`config.mk`:
```
export PLATFORM = sky130hd
export DESIGN_NAME = bus_demux
export DESIGN_NICKNAME = d
export VERILOG_FILES = /design/src/rtl/busdmx_pkg.sv /design/src/rtl/busdmx_addr_hold.sv /design/src/rtl/busdmx_xcvr.sv /design/src/rtl/busdmx_strobe_buf.sv /design/src/rtl/bus_demux.sv
export SDC_FILE = /design/constraint.sdc
export NUM_CORES = 1
export LEC_CHECK = 0
export BUFFER_PORTS_ARGS = -buffer_cell sky130_fd_sc_hd__buf_2
export CORE_UTILIZATION = 25
export DETAILED_ROUTE_END_ITERATION = 8
export GPL_ROUTABILITY_DRIVEN = 1
export HOLD_SLACK_MARGIN = 0.12
export PLACE_DENSITY_LB_ADDON = 0.05
export SYNTH_ARGS = -nofsm -noshare
export SYNTH_HDL_FRONTEND = slang
export SYNTH_SLANG_ARGS = --single-unit
```
`constraint.sdc`:
```
create_clock -name clk -period 1.5 [get_ports clk]
set_input_delay 0.375 -clock clk [delete_from_list [all_inputs] [get_ports clk]]
set_output_delay 0.375 -clock clk [all_outputs]
set_load 0.02 [all_outputs]
```
`src/rtl/busdmx_pkg.sv`:
```
package busdmx_pkg;

    typedef enum logic [1:0] {
        XC_OFF      = 2'd0,
        XC_TRANSMIT = 2'd1,
        XC_RECEIVE  = 2'd2
    } xcvr_state_e;

endpackage

```
`src/rtl/busdmx_addr_hold.sv`:
```
module busdmx_addr_hold #(
    parameter int W = 21
) (
    input  logic         clk,
    input  logic         rst_n,
    input  logic         ale,
    input  logic [W-1:0] d,
    output logic [W-1:0] q
);

    logic [W-1:0] held_q;

    always_ff @(posedge clk or negedge rst_n) begin
        if (!rst_n) begin
            held_q <= '0;
        end else if (ale) begin
            held_q <= d;
        end
    end

    always_comb begin
        if (!rst_n) begin
            q = '0;
        end else if (ale) begin
            q = d;
        end else begin
            q = held_q;
        end
    end

    // with the strobe low the output is frozen
    a_r2_hold_stable: assert property (@(posedge clk) disable iff (!rst_n)
        (!ale && $past(!ale) && $past(rst_n)) |-> $stable(q));

    // value seen while strobe high is what remains after it falls
    a_r1_capture: assert property (@(posedge clk) disable iff (!rst_n)
        (!ale && $past(ale) && $past(rst_n)) |-> (q == $past(d)));

endmodule

```
`src/rtl/busdmx_xcvr.sv`:
```
module busdmx_xcvr
    import busdmx_pkg::*;
#(
    parameter int W = 16
) (
    input  logic         clk,
    input  logic         rst_n,
    input  logic         den_n,
    input  logic         dtr_n,
    input  logic [W-1:0] proc_in,
    output logic [W-1:0] proc_out,
    output logic         proc_oe,
    input  logic [W-1:0] sys_in,
    output logic [W-1:0] sys_out,
    output logic         sys_oe
);

    xcvr_state_e state_q, state_d;

    always_ff @(posedge clk or negedge rst_n) begin
        if (!rst_n) begin
            state_q <= XC_OFF;
        end else begin
            state_q <= state_d;
        end
    end

    always_comb begin
        state_d = state_q;
        unique case (state_q)
            XC_OFF: begin
                if (!den_n) begin
                    state_d = dtr_n ? XC_TRANSMIT : XC_RECEIVE;
                end
            end
            XC_TRANSMIT: begin
                if (den_n || !dtr_n) begin
                    state_d = XC_OFF;
                end
            end
            XC_RECEIVE: begin
                if (den_n || dtr_n) begin
                    state_d = XC_OFF;
                end
            end
            default: state_d = XC_OFF;
        endcase
    end

    always_comb begin
        sys_oe   = 1'b0;
        proc_oe  = 1'b0;
        sys_out  = proc_in;
        proc_out = sys_in;
        unique case (state_q)
            XC_OFF:      ;
            XC_TRANSMIT: sys_oe  = !den_n && dtr_n;
            XC_RECEIVE:  proc_oe = !den_n && !dtr_n;
            default:     ;
        endcase
    end

    // enable released means OFF after the next edge
    a_r6_release_off: assert property (@(posedge clk) disable iff (!rst_n)
        den_n |=> (state_q == XC_OFF));

    // no direct hand-over between directions
    a_r7_turn_tx_rx: assert property (@(posedge clk) disable iff (!rst_n)
        sys_oe |=> !proc_oe);
    a_r7_turn_rx_tx: assert property (@(posedge clk) disable iff (!rst_n)
        proc_oe |=> !sys_oe);

    // OFF with enable active picks the requested direction
    a_r4_enter_tx: assert property (@(posedge clk) disable iff (!rst_n)
        (state_q == XC_OFF && !den_n && dtr_n) |=> (state_q == XC_TRANSMIT));
    a_r5_enter_rx: assert property (@(posedge clk) disable iff (!rst_n)
        (state_q == XC_OFF && !den_n && !dtr_n) |=> (state_q == XC_RECEIVE));

endmodule

```
`src/rtl/busdmx_strobe_buf.sv`:
```
module busdmx_strobe_buf #(
    parameter int N = 3
) (
    input  logic [N-1:0] a,
    output logic [N-1:0] y
);

    for (genvar i = 0; i < N; i++) begin : g_buf
        assign y[i] = a[i];
    end

endmodule

```
`src/rtl/bus_demux.sv`:
```
module bus_demux #(
    parameter int DATA_W = 16,
    parameter int HI_W   = 4
) (
    input  logic                   clk,
    input  logic                   rst_n,
    input  logic [DATA_W-1:0]      proc_ad_in,
    output logic [DATA_W-1:0]      proc_ad_out,
    output logic                   proc_ad_oe,
    input  logic [HI_W-1:0]        proc_ahs,
    input  logic                   proc_bhs_n,
    input  logic                   proc_ale,
    input  logic                   proc_den_n,
    input  logic                   proc_dtr_n,
    input  logic                   proc_rd_n,
    input  logic                   proc_wr_n,
    input  logic                   proc_mio_n,
    output logic [DATA_W+HI_W-1:0] sys_addr,
    output logic                   sys_bhe_n,
    input  logic [DATA_W-1:0]      sys_d_in,
    output logic [DATA_W-1:0]      sys_d_out,
    output logic                   sys_d_oe,
    output logic                   sys_rd_n,
    output logic                   sys_wr_n,
    output logic                   sys_mio_n
);

    localparam int ADDR_W  = DATA_W + HI_W;
    localparam int HOLD_W  = ADDR_W + 1;
    localparam int NSTROBE = 3;

    logic [HOLD_W-1:0]  hold_q;
    logic [NSTROBE-1:0] strobe_y;

    busdmx_addr_hold #(.W(HOLD_W)) u_addr_hold (
        .clk   (clk),
        .rst_n (rst_n),
        .ale   (proc_ale),
        .d     ({proc_bhs_n, proc_ahs, proc_ad_in}),
        .q     (hold_q)
    );

    assign sys_bhe_n = hold_q[HOLD_W-1];
    assign sys_addr  = hold_q[ADDR_W-1:0];

    busdmx_xcvr #(.W(DATA_W)) u_xcvr (
        .clk      (clk),
        .rst_n    (rst_n),
        .den_n    (proc_den_n),
        .dtr_n    (proc_dtr_n),
        .proc_in  (proc_ad_in),
        .proc_out (proc_ad_out),
        .proc_oe  (proc_ad_oe),
        .sys_in   (sys_d_in),
        .sys_out  (sys_d_out),
        .sys_oe   (sys_d_oe)
    );

    busdmx_strobe_buf #(.N(NSTROBE)) u_strobe (
        .a ({proc_mio_n, proc_wr_n, proc_rd_n}),
        .y (strobe_y)
    );

    assign sys_rd_n  = strobe_y[0];
    assign sys_wr_n  = strobe_y[1];
    assign sys_mio_n = strobe_y[2];

    // the two sides are never driven at once
    a_r8_no_contention: assert property (@(posedge clk) disable iff (!rst_n)
        !(sys_d_oe && proc_ad_oe));

    // reset forces both enables and the address low
    always_comb begin
        if (!rst_n) begin
            a_r3_reset_quiet: assert (!sys_d_oe && !proc_ad_oe && hold_q == '0);
        end
    end

endmodule

```
==> impl_metrics.yaml, run 1 <==
run_status:
  status: "finished, violations left"
  violations: "setup timing"
drt:
  drt_iter0_drc: 9
  postRouteWirelength_um: 2920
  vias: 862
  drc: 0
  firstDrtPassIters: 2
  via_per_inst: 3.92
  wl_per_cell_um: 13.3
  ant_nets: 0
job:
  max_cap_violations: 0
critical_path:
  cpPeakStageDelay_ns: 0.30
  crit_top_cell: "buf_12"
  critPathMaxFanout: 5
  cp-end-kind: "primary output"
  path_class: "input port to primary output"
  crit_arrival_ns: 1.22
  cp_top_family: "buffers and inverters"
  path_cells: "buf_12 -> buf_12 -> mux2_4 -> and2_4 -> buf_6"
  cp.required_ns: 1.12
  critPathSlowestCell: "mux2_4"
  cp-start-kind: "input port"
  crit_buf_inv: 3
place:
  dp_hpwl_um: 1830
  gp_congestion: 0.679
  dp.cells: 209
  port_buffers: 64
clock_network:
  cts.sinks: 23
  htreeDepth: 1
  clk_path_buf_depth: 2
  cts_buffers: 3
  cts_tree: "yes"
  clk_latency_ns: 0.26
  clk_pin_slew_ns: 0.09
  root_buffer: "clkbuf_8"
cells_and_area:
  finalNonFillerCells: 220
  areaGrowthSynthToFinish_pct: 41.2
  final_nets: 196
  drive_gt1_share_pct: 82.0
  diodes: 0
synth:
  synth_common_cells: "buf_4 (35), dfrtp_1 (23), and2_1 (21), mux2_4 (20)"
  yosysTopAreaCell: "dfrtp_1"
  yosysUniqueCellTypes: 10
  syn_area_per_cell_um2: 12.4
  syn-cell-area_mm2: 0.00134
  synth_seq_area_share_pct: 42.9
  syn_nets: 153
  ys_async_sr_fraction_pct: 100
  yosysTopAreaCellShare_pct: 42.9
  ys_seq_elements: 23
  syn_inst: 108
  post-synth-top-count-cell: "buf_4"
  ys.warnings.count: 0
  synthTopCellsByArea: "dfrtp_1 (43%), mux2_4 (22%), buf_4 (20%)"
  synth_edf_count: 0
  synth_flop_cell: "dfrtp_1"
die:
  die_h_um: 75.2
  die-area_mm2: 0.00566
  pin_count: 103
  initial_core_util_pct: 26.1
  core_area_mm2: 0.00514
  std_cell_rows: 26
  die_w_um: 75.2
power_and_ir_drop:
  pwr-share-comb_pct: 33.3
  power_frac_seq_pct: 42.9
  peakVddDrop_uv: 305
  p_sw_mw: 0.443
  leakage_nw: 0.976
  power_density_mw_per_mm2: 858
  swShare_pct: 27.2
  power.share.clock_pct: 23.7
  internal_power_mw: 1.18
sta:
  hold_ws_ns: 0.205
  slew_headroom_pct: 46.5
  rsz0062_at_grt: "yes"
  fin_crit_ns: 1.60
  layout_setup_ws_ns: -0.0952
  tightest_slew_ns: 0.802
  maxSlewViolCount: 0
  finClkSkew_ns: 0.0000494
  fin_crit_sh_pct: 106
  setup_viol: 21
  hold_viol_final: 0
  fmax_mhz: 627
grt:
  grt_pass1_vias: 874
  grt.overflow.total: 0
  grt_pass1_wl_um: 4360
  grtUsageTotal_pct: 10.7
  grt_antenna_before_repair: 0
  grt_max_degree: 24
min_path:
  hold_path_class: "input port to asynchronous set/reset pin"
-- repair_timing --
item	4_1_cts	5_1_grt
endpoints found under the hold margin	17	0
gates cloned	2	0
endpoints found under the setup margin	23	40
gates resized for setup	72	1
pin swaps	3	19
hold buffers	1	0
buffers inserted	4	0
-- cell families after synthesis --
family                 after synthesis  synth area share (%)
buffers and inverters               39                  21.8
DFF                                 23                  42.9
muxes                               21                  23.2
and+or+nand+nor                     25                  12.0
-- layout by cell type (no fill, tap or decap) --
master,n
buf_12,4
nor3b_2,1
and2_4,21
buf_2,40
dfrtp_1,23
clkbuf_8,3
and2_1,2
buf_6,22
buf_16,2
mux2_4,20
mux2_2,1
dlymetal6s4s_1,1
nor3_2,1
buf_4,8
clkbuf_1,1
-- per-stage QoR --
stage / power, mW / area [um^2] / util, % / setup WS [ns] / TNS (ns)
2_1_floorplan: 1.06 / 1340 / - / 0.0863 / 0
3_3_place_gp: 1.11 / 1540 / 29.9 / -0.201 / -3.64
3_5_place_dp: 1.11 / 1540 / 29.9 / -0.200 / -3.69
4_1_cts: 1.66 / 1890 / 36.8 / -0.104 / -2.54
5_1_grt: 1.72 / 1890 / 36.9 / -0.111 / -2.02
6_report: 1.63 / 1890 / 36.9 / -0.0952 / -1.57
-- power groups by stage --
stage | clock [mW] | sequential (mW) | combinational, mW
6_report | 0.386 | 0.698 | 0.542
4_1_cts | 0.414 | 0.699 | 0.548
2_1_floorplan | 0 | 0.702 | 0.353
3_5_place_dp | 0 | 0.708 | 0.403
5_1_grt | 0.432 | 0.703 | 0.580
3_3_place_gp | 0 | 0.707 | 0.401
-- layout make-up --
type                    instances  area, um^2
repair buffers                 77         656
multi-input cells              46         531
fillers                       545        3250
well taps                      70        87.6
clock buffers                   4        45.0
flip-flops and latches         23         576
-- worst register-to-register path, cell delays in order (launching register included) --
cell     delay [ns]
dfrtp_1        0.37
mux2_4         0.27
buf_4          0.13
buf_4          0.12
-- path summary, 6_finish.rpt --
kind,to,startpoint,cells after the start,slack [ns]
max reg2reg,u_addr_hold.held_q[12],u_addr_hold.held_q[12],3,0.51
max,sys_addr[15],proc_ale,5,-0.1
min in group clk,u_xcvr.state_q[1],proc_dtr_n,2,0.29
min reg2reg,u_xcvr.state_q[1],u_xcvr.state_q[0],1,0.46
max in group asynchronous,u_addr_hold.held_q[4],rst_n,3,0.44
min,u_addr_hold.held_q[8],rst_n,3,0.20
-- routing by layer --
metal / up-vias / global-route usage [%] / wire (um)
met1: 421 / 14.2 / 1240
met3: 10 / 2.01 / 170
met4: 0 / 5.14 / 55
li1: 393 / - / -
met5: - / 0 / 0
met2: 38 / 16.7 / 1450
-- flip-flops by register name (all words and copies together) (netlist names) --
| register | count |
|---|---|
| u_addr_hold.held_q | 21 |
| u_xcvr.state_q | 2 |
No activity file was read; power rests on OpenSTA's default activity.
==> inputs of run 2 (changes only) <==
Clock period 1.5 ns to 1.7 ns, I/O delays scaled along.
==> impl_metrics.yaml, run 2 (synthesis results as in run 1) <==
die:
  initial_core_util_pct: 26.1
  die_h_um: 75.2
  pin_count: 103
  die_w_um: 75.2
  std_cell_rows: 26
  die-area_mm2: 0.00566
  core_area_mm2: 0.00514
place:
  place_ws_ns: -0.0919
  dp_hpwl_um: 1800
  port_buffers: 64
  dp.cells: 208
  gp_congestion: 0.675
clock_network:
  htreeDepth: 1
  cts_tree: "yes"
  cts.sinks: 23
  clk_latency_ns: 0.26
  clk_path_buf_depth: 2
  cts_buffers: 3
  root_buffer: "clkbuf_8"
  clk_pin_slew_ns: 0.09
grt:
  grt_max_degree: 24
  grt.overflow.total: 0
  grt_pass1_vias: 858
  grtUsageTotal_pct: 10.5
  grt_antenna_before_repair: 0
  grt_pass1_wl_um: 4340
critical_path:
  cpPeakStageDelay_ns: 0.29
  ff2ff_setup_slack_ns: 0.72
  r2r_start: "u_addr_hold.held_q[8]"
  cp-startpoint: "proc_ale"
  path_cells: "buf_12 -> buf_12 -> mux2_4 -> and2_4 -> buf_6"
  cp.required_ns: 1.27
  path_class: "input port to primary output"
  critPathSlowestCell: "mux2_4"
  critPathMaxFanout: 5
  cp-end-kind: "primary output"
  crit_top_cell: "buf_12"
  r2r_end: "u_addr_hold.held_q[8]"
  ff2ff_path_depth: 3
  crit_arrival_ns: 1.26
  cp-start-kind: "input port"
sta:
  finClkSkew_ns: 0.0000496
  hold_viol_final: 0
  fin_crit_ns: 1.69
  fin_crit_sh_pct: 99.4
  fmax_mhz: 592
  rsz0062_at_grt: "yes"
  slew_headroom_pct: 37.3
  hold_ws_ns: 0.330
  setup_viol: 0
  tightest_slew_ns: 0.941
  layout_setup_ws_ns: 0.0104
  maxSlewViolCount: 0
drt:
  postRouteWirelength_um: 2880
  wl_per_cell_um: 13.2
  drc: 0
  vias: 862
  drt_iter0_drc: 30
  firstDrtPassIters: 3
  ant_nets: 0
  via_per_inst: 3.94
cells_and_area:
  reg_top3: "u_addr_hold.held_q (21), u_xcvr.state_q (2)"
  finalNonFillerCells: 219
  diodes: 0
  mostFrequentLayoutCell: "buf_2"
  largest_reg_flops: 21
  seqCellArea_um2: 576
  nFillCells: 557
  regMostFlops: "u_addr_hold.held_q"
  multi_input_area_um2: 528
  final_nets: 195
  areaGrowthSynthToFinish_pct: 39.6
  drive_gt1_share_pct: 80.5
  layout_common_cells: "buf_2 (43), dfrtp_1 (23), mux2_4 (20), and2_4 (20), buf_6 (20)"
power_and_ir_drop:
  power_mw: 1.43
  internal_power_mw: 1.04
  power_frac_seq_pct: 42.9
  leakage_nw: 0.968
  p_sw_mw: 0.395
  peakVddDrop_uv: 293
  power.share.clock_pct: 24.4
  pwr-share-comb_pct: 32.7
  swShare_pct: 27.6
  power_density_mw_per_mm2: 765
min_path:
  min_to: "u_xcvr.state_q[1]"
  hold_depth: 2
  hold_path_class: "input port to flop"
  min_from: "proc_dtr_n"
run_status:
  status: "finished clean"
job:
  max_cap_violations: 0
-- run 2: routing by layer --
layer  vias to the layer above  routed length, um  part of all wire (%)  GRT usage (%)
li1                        393                  -                     -              -
met1                       421               1300                    45           15.0
met2                        38               1350                    47           15.4
met3                        10                187                   6.5           1.87
met4                         0                 44                   1.5           4.53
met5                         -                  0                     0              0
-- run 2: critical path, delay by kind of cell --
family                 cells  cell delay, ns
and+or+nand+nor            1            0.16
buffers and inverters      3            0.38
muxes                      1            0.29
-- run 2: layout make-up --
type / instances / area share, %
clock buffer: 4 / 2.41
multi-input combinational: 46 / 28.2
sequential: 23 / 30.7
tap: 70 / 4.68
timing repair buffer: 76 / 34.0
-- run 2: what timing repair did --
| item | CTS | global route |
|---|---|---|
| resized for setup | 49 | 18 |
| pin swaps | 0 | 18 |
| endpoints found under the setup margin | 20 | 42 |
| cloned | 2 | 0 |
| setup buffers | 0 | 3 |
| endpoints found under the hold margin | 20 | 0 |
| hold buffers | 2 | 0 |
-- run 2: how the worst max path moves through the flow --
stage	end	slack (ns)	depth (start not counted)
final	sys_addr[7]	0.01	5
after CTS	sys_addr[2]	-0.03	5
after floorplan	sys_addr[0]	0.19	3
after detailed placement	sys_addr[2]	-0.09	5
after global routing	sys_addr[12]	-0.006	5
after global placement	sys_addr[2]	-0.10	5
-- run 2: metrics by stage --
step / instance area (um^2) / utilization (%) / TNS [ns]
2_1_floorplan: 1340 / - / 0
3_3_place_gp: 1530 / 29.8 / -1.55
3_5_place_dp: 1530 / 29.8 / -1.59
4_1_cts: 1790 / 34.9 / -0.307
5_1_grt: 1870 / 36.4 / -0.00940
6_report: 1870 / 36.4 / 0
-- run 2: power by group through the flow --
stage / Sequential (mW) / Clock, mW / Combinational (mW)
global route: 0.620 / 0.387 / 0.503
finish: 0.614 / 0.349 / 0.469
floorplan: 0.620 / 0 / 0.311
detailed placement: 0.625 / 0 / 0.354
CTS: 0.614 / 0.362 / 0.444
global placement: 0.624 / 0 / 0.351
==> inputs of run 3 (changes only) <==
Settings changed: CELL_PAD_IN_SITES_DETAIL_PLACEMENT set to 0, CELL_PAD_IN_SITES_GLOBAL_PLACEMENT set to 2, CORE_UTILIZATION 25 to 22.
==> impl_metrics.yaml, run 3 (synthesis results as in run 1) <==
sta:
  fmax_mhz: 589
  maxSlewViolCount: 0
  rsz0062_at_grt: "yes"
  layout_setup_ws_ns: 0.00262
  fin_crit_ns: 1.70
  slew_headroom_pct: 88.7
  hold_viol_final: 0
  tightest_slew_ns: 0.168
  setup_viol: 0
  hold_ws_ns: 0.129
  finClkSkew_ns: 0.000129
  fin_crit_sh_pct: 99.8
run_status:
  status: "finished clean"
cells_and_area:
  finalNonFillerCells: 230
  drive_gt1_share_pct: 82.6
  diodes: 0
  multi_input_area_um2: 528
  largest_reg_flops: 21
  final_nets: 201
  regMostFlops: "u_addr_hold.held_q"
  layout_common_cells: "buf_2 (43), dfrtp_1 (23), mux2_4 (20), and2_4 (20), buf_6 (20)"
  nFillCells: 623
  areaGrowthSynthToFinish_pct: 43.1
  reg_top3: "u_addr_hold.held_q (21), u_xcvr.state_q (2)"
  seqCellArea_um2: 576
  mostFrequentLayoutCell: "buf_2"
drt:
  vias: 884
  via_per_inst: 3.84
  postRouteWirelength_um: 2870
  ant_nets: 0
  wl_per_cell_um: 12.5
  drc: 0
  firstDrtPassIters: 5
  drt_iter0_drc: 18
grt:
  grt_pass1_wl_um: 4330
  grtUsageTotal_pct: 8.98
  grt_antenna_before_repair: 0
  grt_pass1_vias: 885
  grt_max_degree: 35
  grt.overflow.total: 0
place:
  gp_congestion: 0.689
  place_ws_ns: -0.107
  port_buffers: 64
  dp_hpwl_um: 1960
  dp.cells: 217
die:
  pin_count: 103
  core_area_mm2: 0.00589
  std_cell_rows: 28
  initial_core_util_pct: 22.8
  die_h_um: 80.1
  die-area_mm2: 0.00641
  die_w_um: 80.1
critical_path:
  cp.required_ns: 1.27
  r2r_start: "u_addr_hold.held_q[13]"
  crit_arrival_ns: 1.27
  r2r_end: "u_addr_hold.held_q[13]"
  cp-end-kind: "primary output"
  path_class: "input port to primary output"
  critPathMaxFanout: 6
  ff2ff_path_depth: 3
  cp-start-kind: "input port"
  ff2ff_setup_slack_ns: 0.72
clock_network:
  root_buffer: "clkbuf_8"
  clk_pin_slew_ns: 0.08
  clk_latency_ns: 0.26
  clk_path_buf_depth: 2
  cts_tree: "yes"
  htreeDepth: 1
  cts_buffers: 3
  cts.sinks: 23
power_and_ir_drop:
  power.share.clock_pct: 23.8
  leakage_nw: 0.991
  p_sw_mw: 0.394
  power_density_mw_per_mm2: 752
  pwr-share-comb_pct: 33.6
  power_frac_seq_pct: 42.6
  internal_power_mw: 1.05
  swShare_pct: 27.3
  power_mw: 1.44
  peakVddDrop_uv: 412
job:
  max_cap_violations: 0
min_path:
  hold_path_class: "input port to asynchronous set/reset pin"
run 3: cell type report:
cell class	instances	share of cell area (%)
clock inverter	1	0.261
tap	75	4.89
timing repair buffer	82	35.2
sequential	23	30.0
multi-input combinational	46	27.5
clock buffer	3	2.15
run 3: power groups by stage:
stage / Clock [mW] / Sequential (mW) / Combinational, mW
floorplan: 0 / 0.620 / 0.311
global placement: 0 / 0.624 / 0.363
detailed placement: 0 / 0.624 / 0.364
CTS: 0.366 / 0.615 / 0.466
global route: 0.385 / 0.619 / 0.520
finish: 0.344 / 0.614 / 0.484
run 3: worst max path at each step:
| stage | startpoint | to | slack [ns] | depth (start not counted) |
|---|---|---|---|---|
| 4_1_cts | proc_ale | sys_addr[3] | -0.02 | 5 |
| 3_5_place_dp | proc_ale | sys_addr[18] | -0.11 | 5 |
| 3_3_place_gp | proc_ale | sys_addr[1] | -0.1 | 5 |
| 2_1_floorplan | proc_ale | sys_addr[0] | 0.19 | 3 |
| 6_report | proc_ale | sys_addr[3] | 0.003 | 5 |
| 5_1_grt | proc_ale | sys_addr[1] | -0.02 | 5 |
run 3: what timing repair did:
item	4_1_cts	5_1_grt
endpoints found under the setup margin	20	21
pin swaps	0	1
resized for setup	61	5
hold buffers	1	0
cloned	2	0
buffers inserted	0	6
hold endpoints to repair	1	0
run 3: layer usage:
layer | global-route usage, % | vias to the layer above | wire [um]
li1 | - | 404 | -
met1 | 10.9 | 424 | 1200
met2 | 14.6 | 54 | 1350
met3 | 3.18 | 2 | 297
met4 | 3.21 | 0 | 24
met5 | 0 | - | 0
run 3: critical path, cell delays in order:
cell and delay, ns:
buf_12 0.12, buf_12 0.14, mux2_4 0.30, and2_4 0.16, buf_6 0.12
run 3: metrics by stage:
| stage | cell area (um^2) | TNS [ns] | util [%] |
|---|---|---|---|
| global placement | 1570 | -1.73 | 26.6 |
| global route | 1920 | -0.192 | 32.6 |
| detailed placement | 1570 | -1.81 | 26.6 |
| finish | 1920 | 0 | 32.6 |
| CTS | 1860 | -0.0282 | 31.5 |
| floorplan | 1340 | 0 | - |
